--- config.mk ---
export PLATFORM = sky130hd
export DESIGN_NAME = ca_balance_drv
export DESIGN_NICKNAME = d
export VERILOG_FILES = /design/src/rtl/ca_pkg.sv /design/src/rtl/ca_cmd_decode.sv /design/src/rtl/ca_inv_mask.sv /design/src/rtl/ca_oe_ctrl.sv /design/src/rtl/ca_balance_drv.sv
export SDC_FILE = /design/constraint.sdc
export NUM_CORES = 1
export LEC_CHECK = 0
export BUFFER_PORTS_ARGS = -buffer_cell sky130_fd_sc_hd__buf_4
export CORE_MARGIN = 1
export CORE_UTILIZATION = 52
export CTS_CLUSTER_DIAMETER = 100
export DETAILED_ROUTE_END_ITERATION = 16
export MAX_ROUTING_LAYER = met4
export PLACE_DENSITY = 0.89
export SYNTH_ARGS = -nofsm -noshare
export SYNTH_HDL_FRONTEND = slang
export SYNTH_SLANG_ARGS = --single-unit
--- constraint.sdc ---
create_clock -name clk -period 1.76 [get_ports clk]
set_input_delay 0.264 -clock clk [delete_from_list [all_inputs] [get_ports clk]]
set_output_delay 0.264 -clock clk [all_outputs]
set_load 0.01 [all_outputs]
--- src/rtl/ca_pkg.sv ---
package ca_pkg;

  // Command codes formed as {ras_n, cas_n, we_n}
  typedef enum logic [2:0] {
    OP_MODE = 3'b000,
    OP_REF  = 3'b001,
    OP_PRE  = 3'b010,
    OP_ACT  = 3'b011,
    OP_WR   = 3'b100,
    OP_RD   = 3'b101,
    OP_RSV  = 3'b110,
    OP_NOP  = 3'b111
  } ca_op_e;

  typedef enum logic [1:0] {
    PM_RUN      = 2'd0,
    PM_CORE_RST = 2'd1,
    PM_SLEEP    = 2'd2
  } ca_pwr_e;

  typedef struct packed {
    logic ca;
    logic cs;
    logic odt;
    logic cke;
    logic ck;
  } ca_oe_t;

  // Column bit that selects auto-precharge / all-bank precharge
  localparam int AUTO_PRE_BIT = 10;

endpackage

--- src/rtl/ca_cmd_decode.sv ---
module ca_cmd_decode
  import ca_pkg::*;
#(
  parameter int NCS = 2
) (
  input  logic           valid,
  input  logic [NCS-1:0] cs_n,
  input  logic           ras_n,
  input  logic           cas_n,
  input  logic           we_n,
  output logic           issue,
  output logic           is_mode,
  output logic           is_rwp
);

  ca_op_e op;

  always_comb begin
    op      = ca_op_e'({ras_n, cas_n, we_n});
    issue   = valid && !(&cs_n) && (op != OP_NOP);
    is_mode = (op == OP_MODE);
    is_rwp  = (op == OP_RD) || (op == OP_WR) || (op == OP_PRE);
  end

endmodule

--- src/rtl/ca_inv_mask.sv ---
module ca_inv_mask #(
  parameter int AW     = 14,
  parameter int BW     = 3,
  parameter int AP_BIT = 10
) (
  input  logic          bal_off,
  input  logic          seq_a0,
  input  logic          is_mode,
  input  logic          is_rwp,
  output logic [AW-1:0] addr_mask,
  output logic [BW-1:0] bank_mask
);

  logic inv_all;

  assign inv_all   = !bal_off && !is_mode;
  assign bank_mask = {BW{inv_all}};

  for (genvar i = 0; i < AW; i++) begin : g_abit
    if (i == AP_BIT) begin : g_ap
      assign addr_mask[i] = inv_all && !is_rwp;
    end else if (i == 0) begin : g_a0
      assign addr_mask[i] = inv_all && !(is_rwp && seq_a0);
    end else begin : g_plain
      assign addr_mask[i] = inv_all;
    end
  end

endmodule

--- src/rtl/ca_oe_ctrl.sv ---
module ca_oe_ctrl
  import ca_pkg::*;
#(
  parameter int NCKE = 2
) (
  input  ca_pwr_e         pwr,
  input  logic            flt_ca,
  input  logic            flt_cs,
  input  logic            flt_odt,
  input  logic            flt_cke,
  input  logic            flt_ck,
  input  logic [NCKE-1:0] cke_now,
  input  logic [NCKE-1:0] cke_nxt,
  output ca_oe_t          oe_nxt
);

  logic pd_float;

  always_comb begin
    pd_float = (cke_now == '0) && (cke_nxt == '0);
    unique case (pwr)
      PM_SLEEP: begin
        oe_nxt.ca  = 1'b1;
        oe_nxt.cs  = 1'b1;
        oe_nxt.odt = 1'b1;
        oe_nxt.cke = 1'b1;
        oe_nxt.ck  = 1'b1;
      end
      PM_CORE_RST: begin
        oe_nxt.ca  = 1'b0;
        oe_nxt.cs  = 1'b0;
        oe_nxt.odt = 1'b1;
        oe_nxt.cke = 1'b1;
        oe_nxt.ck  = 1'b1;
      end
      default: begin
        oe_nxt.ca  = !flt_ca && !pd_float;
        oe_nxt.cs  = !flt_cs && !pd_float;
        oe_nxt.odt = !flt_odt;
        oe_nxt.cke = !flt_cke;
        oe_nxt.ck  = !flt_ck;
      end
    endcase
  end

endmodule

--- src/rtl/ca_balance_drv.sv ---
module ca_balance_drv
  import ca_pkg::*;
#(
  parameter int NCS  = 2,
  parameter int NCKE = 2,
  parameter int NODT = 2,
  parameter int AW   = 14,
  parameter int BW   = 3
) (
  input  logic            clk,
  input  logic            rst_n,
  input  logic            core_rst,
  input  logic            sleep_s3,
  input  logic            cfg_bal_off,
  input  logic            cfg_seq_a0,
  input  logic            flt_ca,
  input  logic            flt_cs,
  input  logic            flt_odt,
  input  logic            flt_cke,
  input  logic            flt_ck,
  input  logic            cmd_valid,
  input  logic [NCS-1:0]  cmd_cs_n,
  input  logic            cmd_ras_n,
  input  logic            cmd_cas_n,
  input  logic            cmd_we_n,
  input  logic [BW-1:0]   cmd_bank,
  input  logic [AW-1:0]   cmd_addr,
  input  logic [NCKE-1:0] cke_req,
  input  logic [NODT-1:0] odt_req,
  output logic [NCS-1:0]  c0_cs_n,
  output logic            c0_ras_n,
  output logic            c0_cas_n,
  output logic            c0_we_n,
  output logic [BW-1:0]   c0_bank,
  output logic [AW-1:0]   c0_addr,
  output logic [NCS-1:0]  c1_cs_n,
  output logic            c1_ras_n,
  output logic            c1_cas_n,
  output logic            c1_we_n,
  output logic [BW-1:0]   c1_bank,
  output logic [AW-1:0]   c1_addr,
  output logic [NCKE-1:0] cke_o,
  output logic [NODT-1:0] odt_o,
  output logic            ck_run,
  output logic            oe_ca,
  output logic            oe_cs,
  output logic            oe_odt,
  output logic            oe_cke,
  output logic            oe_ck
);

  localparam int CW = NCS + 3;  // chip selects plus RAS/CAS/WE

  ca_pwr_e         pwr;
  logic            issue, is_mode, is_rwp, take;
  logic [AW-1:0]   addr_mask;
  logic [BW-1:0]   bank_mask;
  logic [CW-1:0]   ctl_n, ctl0_q, ctl1_q;
  logic [AW-1:0]   addr0_q, addr1_q;
  logic [BW-1:0]   bank0_q, bank1_q;
  logic [NCKE-1:0] cke_n, cke_q;
  logic [NODT-1:0] odt_n, odt_q;
  logic            ck_n, ck_q, sleep_q;
  ca_oe_t          oe_n, oe_q;

  ca_cmd_decode #(.NCS(NCS)) u_dec (
    .valid   (cmd_valid),
    .cs_n    (cmd_cs_n),
    .ras_n   (cmd_ras_n),
    .cas_n   (cmd_cas_n),
    .we_n    (cmd_we_n),
    .issue   (issue),
    .is_mode (is_mode),
    .is_rwp  (is_rwp)
  );

  ca_inv_mask #(.AW(AW), .BW(BW), .AP_BIT(AUTO_PRE_BIT)) u_mask (
    .bal_off   (cfg_bal_off),
    .seq_a0    (cfg_seq_a0),
    .is_mode   (is_mode),
    .is_rwp    (is_rwp),
    .addr_mask (addr_mask),
    .bank_mask (bank_mask)
  );

  ca_oe_ctrl #(.NCKE(NCKE)) u_oe (
    .pwr     (pwr),
    .flt_ca  (flt_ca),
    .flt_cs  (flt_cs),
    .flt_odt (flt_odt),
    .flt_cke (flt_cke),
    .flt_ck  (flt_ck),
    .cke_now (cke_q),
    .cke_nxt (cke_n),
    .oe_nxt  (oe_n)
  );

  // Next-state logic
  always_comb begin
    if (sleep_s3)      pwr = PM_SLEEP;
    else if (core_rst) pwr = PM_CORE_RST;
    else               pwr = PM_RUN;

    take = (pwr == PM_RUN) && issue;

    if (pwr == PM_SLEEP)
      ctl_n = '0;
    else if (take)
      ctl_n = {cmd_cs_n, cmd_ras_n, cmd_cas_n, cmd_we_n};
    else
      ctl_n = {{NCS{1'b1}}, 3'b000};

    cke_n = (pwr == PM_RUN) ? cke_req : '0;
    odt_n = (pwr == PM_RUN) ? odt_req : '0;
    ck_n  = (pwr != PM_SLEEP);
  end

  // Command registers, one set per copy
  always_ff @(posedge clk or negedge rst_n) begin
    if (!rst_n) begin
      ctl0_q <= {{NCS{1'b1}}, 3'b000};
      ctl1_q <= {{NCS{1'b1}}, 3'b000};
    end else begin
      ctl0_q <= ctl_n;
      ctl1_q <= ctl_n;
    end
  end

  // Address/bank hold registers, loaded only on a taken command
  always_ff @(posedge clk or negedge rst_n) begin
    if (!rst_n) begin
      addr0_q <= '0;
      bank0_q <= '0;
      addr1_q <= '1;
      bank1_q <= '1;
    end else if (take) begin
      addr0_q <= cmd_addr;
      bank0_q <= cmd_bank;
      addr1_q <= cmd_addr ^ addr_mask;
      bank1_q <= cmd_bank ^ bank_mask;
    end
  end

  // Power-control registers
  always_ff @(posedge clk or negedge rst_n) begin
    if (!rst_n) begin
      cke_q   <= '0;
      odt_q   <= '0;
      ck_q    <= 1'b0;
      sleep_q <= 1'b0;
      oe_q    <= '0;
    end else begin
      cke_q   <= cke_n;
      odt_q   <= odt_n;
      ck_q    <= ck_n;
      sleep_q <= (pwr == PM_SLEEP);
      oe_q    <= oe_n;
    end
  end

  // Output mapping; sleep drives zero without losing the held address
  assign {c0_cs_n, c0_ras_n, c0_cas_n, c0_we_n} = ctl0_q;
  assign {c1_cs_n, c1_ras_n, c1_cas_n, c1_we_n} = ctl1_q;
  assign c0_addr = sleep_q ? '0 : addr0_q;
  assign c0_bank = sleep_q ? '0 : bank0_q;
  assign c1_addr = sleep_q ? '0 : addr1_q;
  assign c1_bank = sleep_q ? '0 : bank1_q;
  assign cke_o   = cke_q;
  assign odt_o   = odt_q;
  assign ck_run  = ck_q;
  assign oe_ca   = oe_q.ca;
  assign oe_cs   = oe_q.cs;
  assign oe_odt  = oe_q.odt;
  assign oe_cke  = oe_q.cke;
  assign oe_ck   = oe_q.ck;

endmodule

# Word-level counts from Yosys, hierarchy flattened

Index checks and enable logic that the tools add are counted.

Bitwise gates (word level): 2
Multiplexer cells: 11
Reductions and logical operators: 28
Eq/ne operators: 7

Operators by type and width:

| operator             | count |
|---|---|
| $mux W14             | 2 |
| $xor A14 B14 Y14     | 1 |
| $logic_not A1 Y1     | 11 |
| $logic_and A1 B1 Y1  | 10 |
| $mux W5              | 2 |
| $pmux W5 S2          | 1 |
| $eq A3 B3 Y1 const B | 2 |
| $logic_not A2 Y1     | 3 |
| $mux W2              | 3 |
| $mux W3              | 2 |
| $eq A3 B2 Y1 const B | 1 |
| $logic_not A3 Y1     | 1 |
| $ne A3 B3 Y1 const B | 1 |
| $xor A3 B3 Y3        | 1 |
| $eq A2 B1 Y1 const B | 1 |
| $eq A2 B2 Y1 const B | 1 |
| $logic_or A1 B1 Y1   | 2 |
| $ne A2 B2 Y1 const B | 1 |
| $reduce_and A2 Y1    | 1 |
| $mux W1              | 1 |

Register bits: 50
Output and inout port bits: 54

# Depth between registers and ports, before layout

Word-level depth: 9
Depth in mapped cells: 6
Gate-level depth less buffers: 4

# Cells and area by module

A second synthesis with hierarchy kept.

Cells, all modules: 196
Area, all modules: 2570.0 µm²

Modules (own cells, without submodules):

| module         | cells an instance | times used | area an instance (µm²) | sequential area each (µm²) |
|---|---|---|---|---|
| ca_balance_drv | 163               | 1          | 2334.7                 | 1275.0 |
| ca_inv_mask    | 18                | 1          | 138.9                  | 0.0 |
| ca_oe_ctrl     | 9                 | 1          | 60.1                   | 0.0 |
| ca_cmd_decode  | 6                 | 1          | 36.3                   | 0.0 |

# Least setup slack after synthesis

Ideal clock, no wire load.

Path type: input to register
Start: input core_rst
End: register addr0_q[3]
Required time: 1.695 ns
Arrival: 1.040 ns
Path slack: 0.655 ns
Path buffers: 2
Stages on the path: 6
Cell sequence: nor2_4 and4_1 buf_4 buf_2 nand2_1 nand2_1

Word-level cells in the longest chain between the ends: 4

Ends and longest elaborated chain:

| item                 | line                  | text |
|---|---|---|
| start, declared      | ca_balance_drv.sv:12  | `input logic core_rst,` |
| $mux W1              | ca_balance_drv.sv:101 | `else if (core_rst) pwr = PM_CORE_RST;` |
| $mux W2              | ca_balance_drv.sv:100 | `if (sleep_s3) pwr = PM_SLEEP;` |
| $logic_not A2 Y1     | ca_balance_drv.sv:104 | `take = (pwr == PM_RUN) && issue;` |
| $logic_and A1 B1 Y1  | ca_balance_drv.sv:104 |  |
| end signal, assigned | ca_balance_drv.sv:137 | `addr0_q <= cmd_addr;` |
| end, declared        | ca_balance_drv.sv:59  | `logic [AW-1:0] addr0_q, addr1_q;` |

Every way passes these cells.
A chain may end at the register's enable or synchronous reset.

# Final worst setup path

Start: register sleep_q
End: output c0_addr[13]

Word-level cells in the longest chain between the ends: 1

Ends and longest elaborated chain:

| item                   | line                  | text |
|---|---|---|
| start, declared        | ca_balance_drv.sv:63  | `logic ck_n, ck_q, sleep_q;` |
| start signal, assigned | ca_balance_drv.sv:156 | `sleep_q <= (pwr == PM_SLEEP);` |
| $mux W14               | ca_balance_drv.sv:164 | `assign c0_addr = sleep_q ? '0 : addr0_q;` |
| end, declared          | ca_balance_drv.sv:35  | `output logic [AW-1:0] c0_addr,` |

Every way passes these cells.

==> impl_metrics.tcl <==
set metrics [dict create \
    status "complete, no violations" \
    drt-initial-drc-count 94 \
    rows 23 \
    mostFrequentLayoutCells "97 x buf_4, 72 x nand2_1, 34 x nor2b_1" \
    die_h_um 68.38 \
    die_area_um2 4675 \
    leakage_uw 0.001534 \
    ys_seq_elements 50 \
    avgRoutedWirePerCell_um 12.76 \
    htreeDepth 2 \
    root_buffer "clkbuf_8" \
    area_growth_pct 35.12 \
    maxCapViolCount 0 \
    yosys.area.top_type_share 0.3386 \
    clk_pin_slew_ns 0.09 \
    crit_buf_inv 2 \
    startpoint_type "flip-flop" \
    finalNonFillerCells 376 \
    synthArstFlopShare 1.000 \
    synthDistinctLibCells 29 \
    core_um2 4115 \
    reg2reg_slack_ns 0.58 \
    route.detailed.drc 0 \
    grt_pass1_wl_um 7631 \
    layout.nets 363 \
    synth_flop_cell "dfrtp_1" \
    post_cts_resized 0 \
    power_uw 2930 \
    yosysSeqAreaShare 0.5565 \
    routabilityCongestion 0.7955 \
    min_period_ns 1.580 \
    hold_buffers 1 \
    grt_max_degree 51 \
    hold_viol_final 0 \
    synth_edf_count 0 \
    rsz0062_at_grt "no" \
    ir_worst_vdd_mv 0.6470 \
    path_class "reg2out" \
    ios 92 \
    grt_pass1_vias 1667 \
    antenna_found_initial 0 \
    grt_usage 0.2357 \
    fmax_mhz 633.1 \
    final_common_cell "buf_4" \
    drt_wl_total_um 4796 \
    postCtsSetupRepairBufs 0 \
    path_max_fanout 15 \
    crit_chain "buf_4 > nor2b_1 > buf_4" \
    cp.required_ns 1.50 \
    yosys.area.top_type "dfrtp_1" \
    clkLatencyLatePin_ns 0.30 \
    clockBufferDepth 2 \
    vias_per_cell 4.856 \
    setup-tns-final_ns 0 \
    arrival_ns 1.32 \
    ant_nets 0 \
    syn_area_per_cell_um2 9.666 \
    setup_viol 0 \
    dp.final_hpwl_um 3496 \
    drt_first_pass_iters 6 \
    die_x_um 68.38 \
    powerDensity_nw_per_um2 946.6 \
    max_stage_delay_ns 0.55 \
    max_slew_margin 0.5962 \
    vias 1826 \
    holdCritPathClass "in2reg" \
    cts_tree "built" \
    io_buffers 91 \
    grt_overflow_total 0 \
    numCtsBuffers 5 \
    slew_violations 0 \
    syn_nets 275 \
    synthTopCellsByArea "dfrtp_1 34%, dfstp_2 22%, nand2_1 12%" \
    worstMarginPinSlew_ns 0.6058 \
    critPathCaptureType "primary output" \
    syn_inst 237 \
    yosysWarnings 0 \
    start_util 0.5567 \
    post_dp_cell_area_um2 2975 \
    finalInstanceArea_um2 3095 \
    clock_sinks 50 \
    cp_common_cell "buf_4" \
    fin_crit_sh 0.8975 \
    cpLargestDelayFamily "flip-flops" \
    drive_gt1_frac 0.4049 \
    synth_area_um2 2291 \
    slowest_stage "dfrtp_1" \
    diodes 0 \
    skew_ns 0.002739 \
    place_inst 367 \
]
area by class of cell:
class	count	area, um2
clock buffers	8	110.1
fillers	291	1020
inverters	4	15.01
multi-input cells	166	894.6
flip-flops and latches	50	1275
well taps	50	62.56
repair buffers	98	738.2
per-layer routing:
metal / share of wire / up-vias / GRT usage
li1: - / 916 / -
met1: 0.42 / 849 / 0.2913
met2: 0.51 / 53 / 0.3615
met3: 0.048 / 8 / 0.06833
met4: 0.018 / 0 / 0.09635
met5: 0 / - / -
worst reg2reg max path, delay by kind of cell (launching register included):
kind	cells	cell delay (ns)
compound gates	2	0.65
flops	1	0.39
per-stage QoR:
step	setup slack, ns	util	hold WS (ns)
6_report	0.1805	0.7522	0.09829
2_1_floorplan	0.6552	-	-0.03159
5_1_grt	0.05087	0.7522	0.09288
3_3_place_gp	0.4475	0.7230	0.3090
4_1_cts	0.1732	0.7522	0.09344
3_5_place_dp	0.4227	0.7230	0.3111
cell families (layout without fill, tap and decap cells):
family          Yosys count  in the layout  synth area share
flops                    50             50            0.5565
mux                       1              1          0.004369
xor+xnor                 16             16           0.06117
compound gates           24             24           0.06663
buf+inv                  21            110           0.05297
simple gates            125            125            0.2583
report_power, final:
group,internal (uW),switching (uW),total (uW)
sequential,1390,81.8,1480
clock,397,359,755
combinational,371,328,699
total,2160,769,2930
worst paths after layout:
| check | from | end | cells after the start |
|---|---|---|---|
| worst min-delay path | flt_cke | oe_cke | 2 |
| worst min register to register | addr1_q[12] | addr1_q[12] | 2 |
| min in group asynchronous | rst_n | cke_o[0] | 2 |
| worst max-delay path | sleep_q | c0_addr[13] | 3 |
| max in group asynchronous | rst_n | addr0_q[12] | 2 |
| worst max register to register | cke_o[1] | oe_ca | 2 |
cell usage after synthesis, types with 2 or more instances:
cell type,number
inv_1,3
buf_4,6
o21ai_0,9
buf_2,3
and2_1,4
o21ai_2,2
nor2_1,9
nor2b_1,34
o21ai_1,8
dfstp_2,19
xnor2_1,16
dfrtp_1,31
clkbuf_1,6
nand2_1,72
state kept, by name, indices dropped and copies added (netlist names), 2 cells and up:
| register | cells |
|---|---|
| addr0_q | 14 |
| addr1_q | 14 |
| ctl1_q | 5 |
| bank0_q | 3 |
| bank1_q | 3 |
| cke_o | 2 |
| odt_o | 2 |
(Power assumes the default switching activity.)
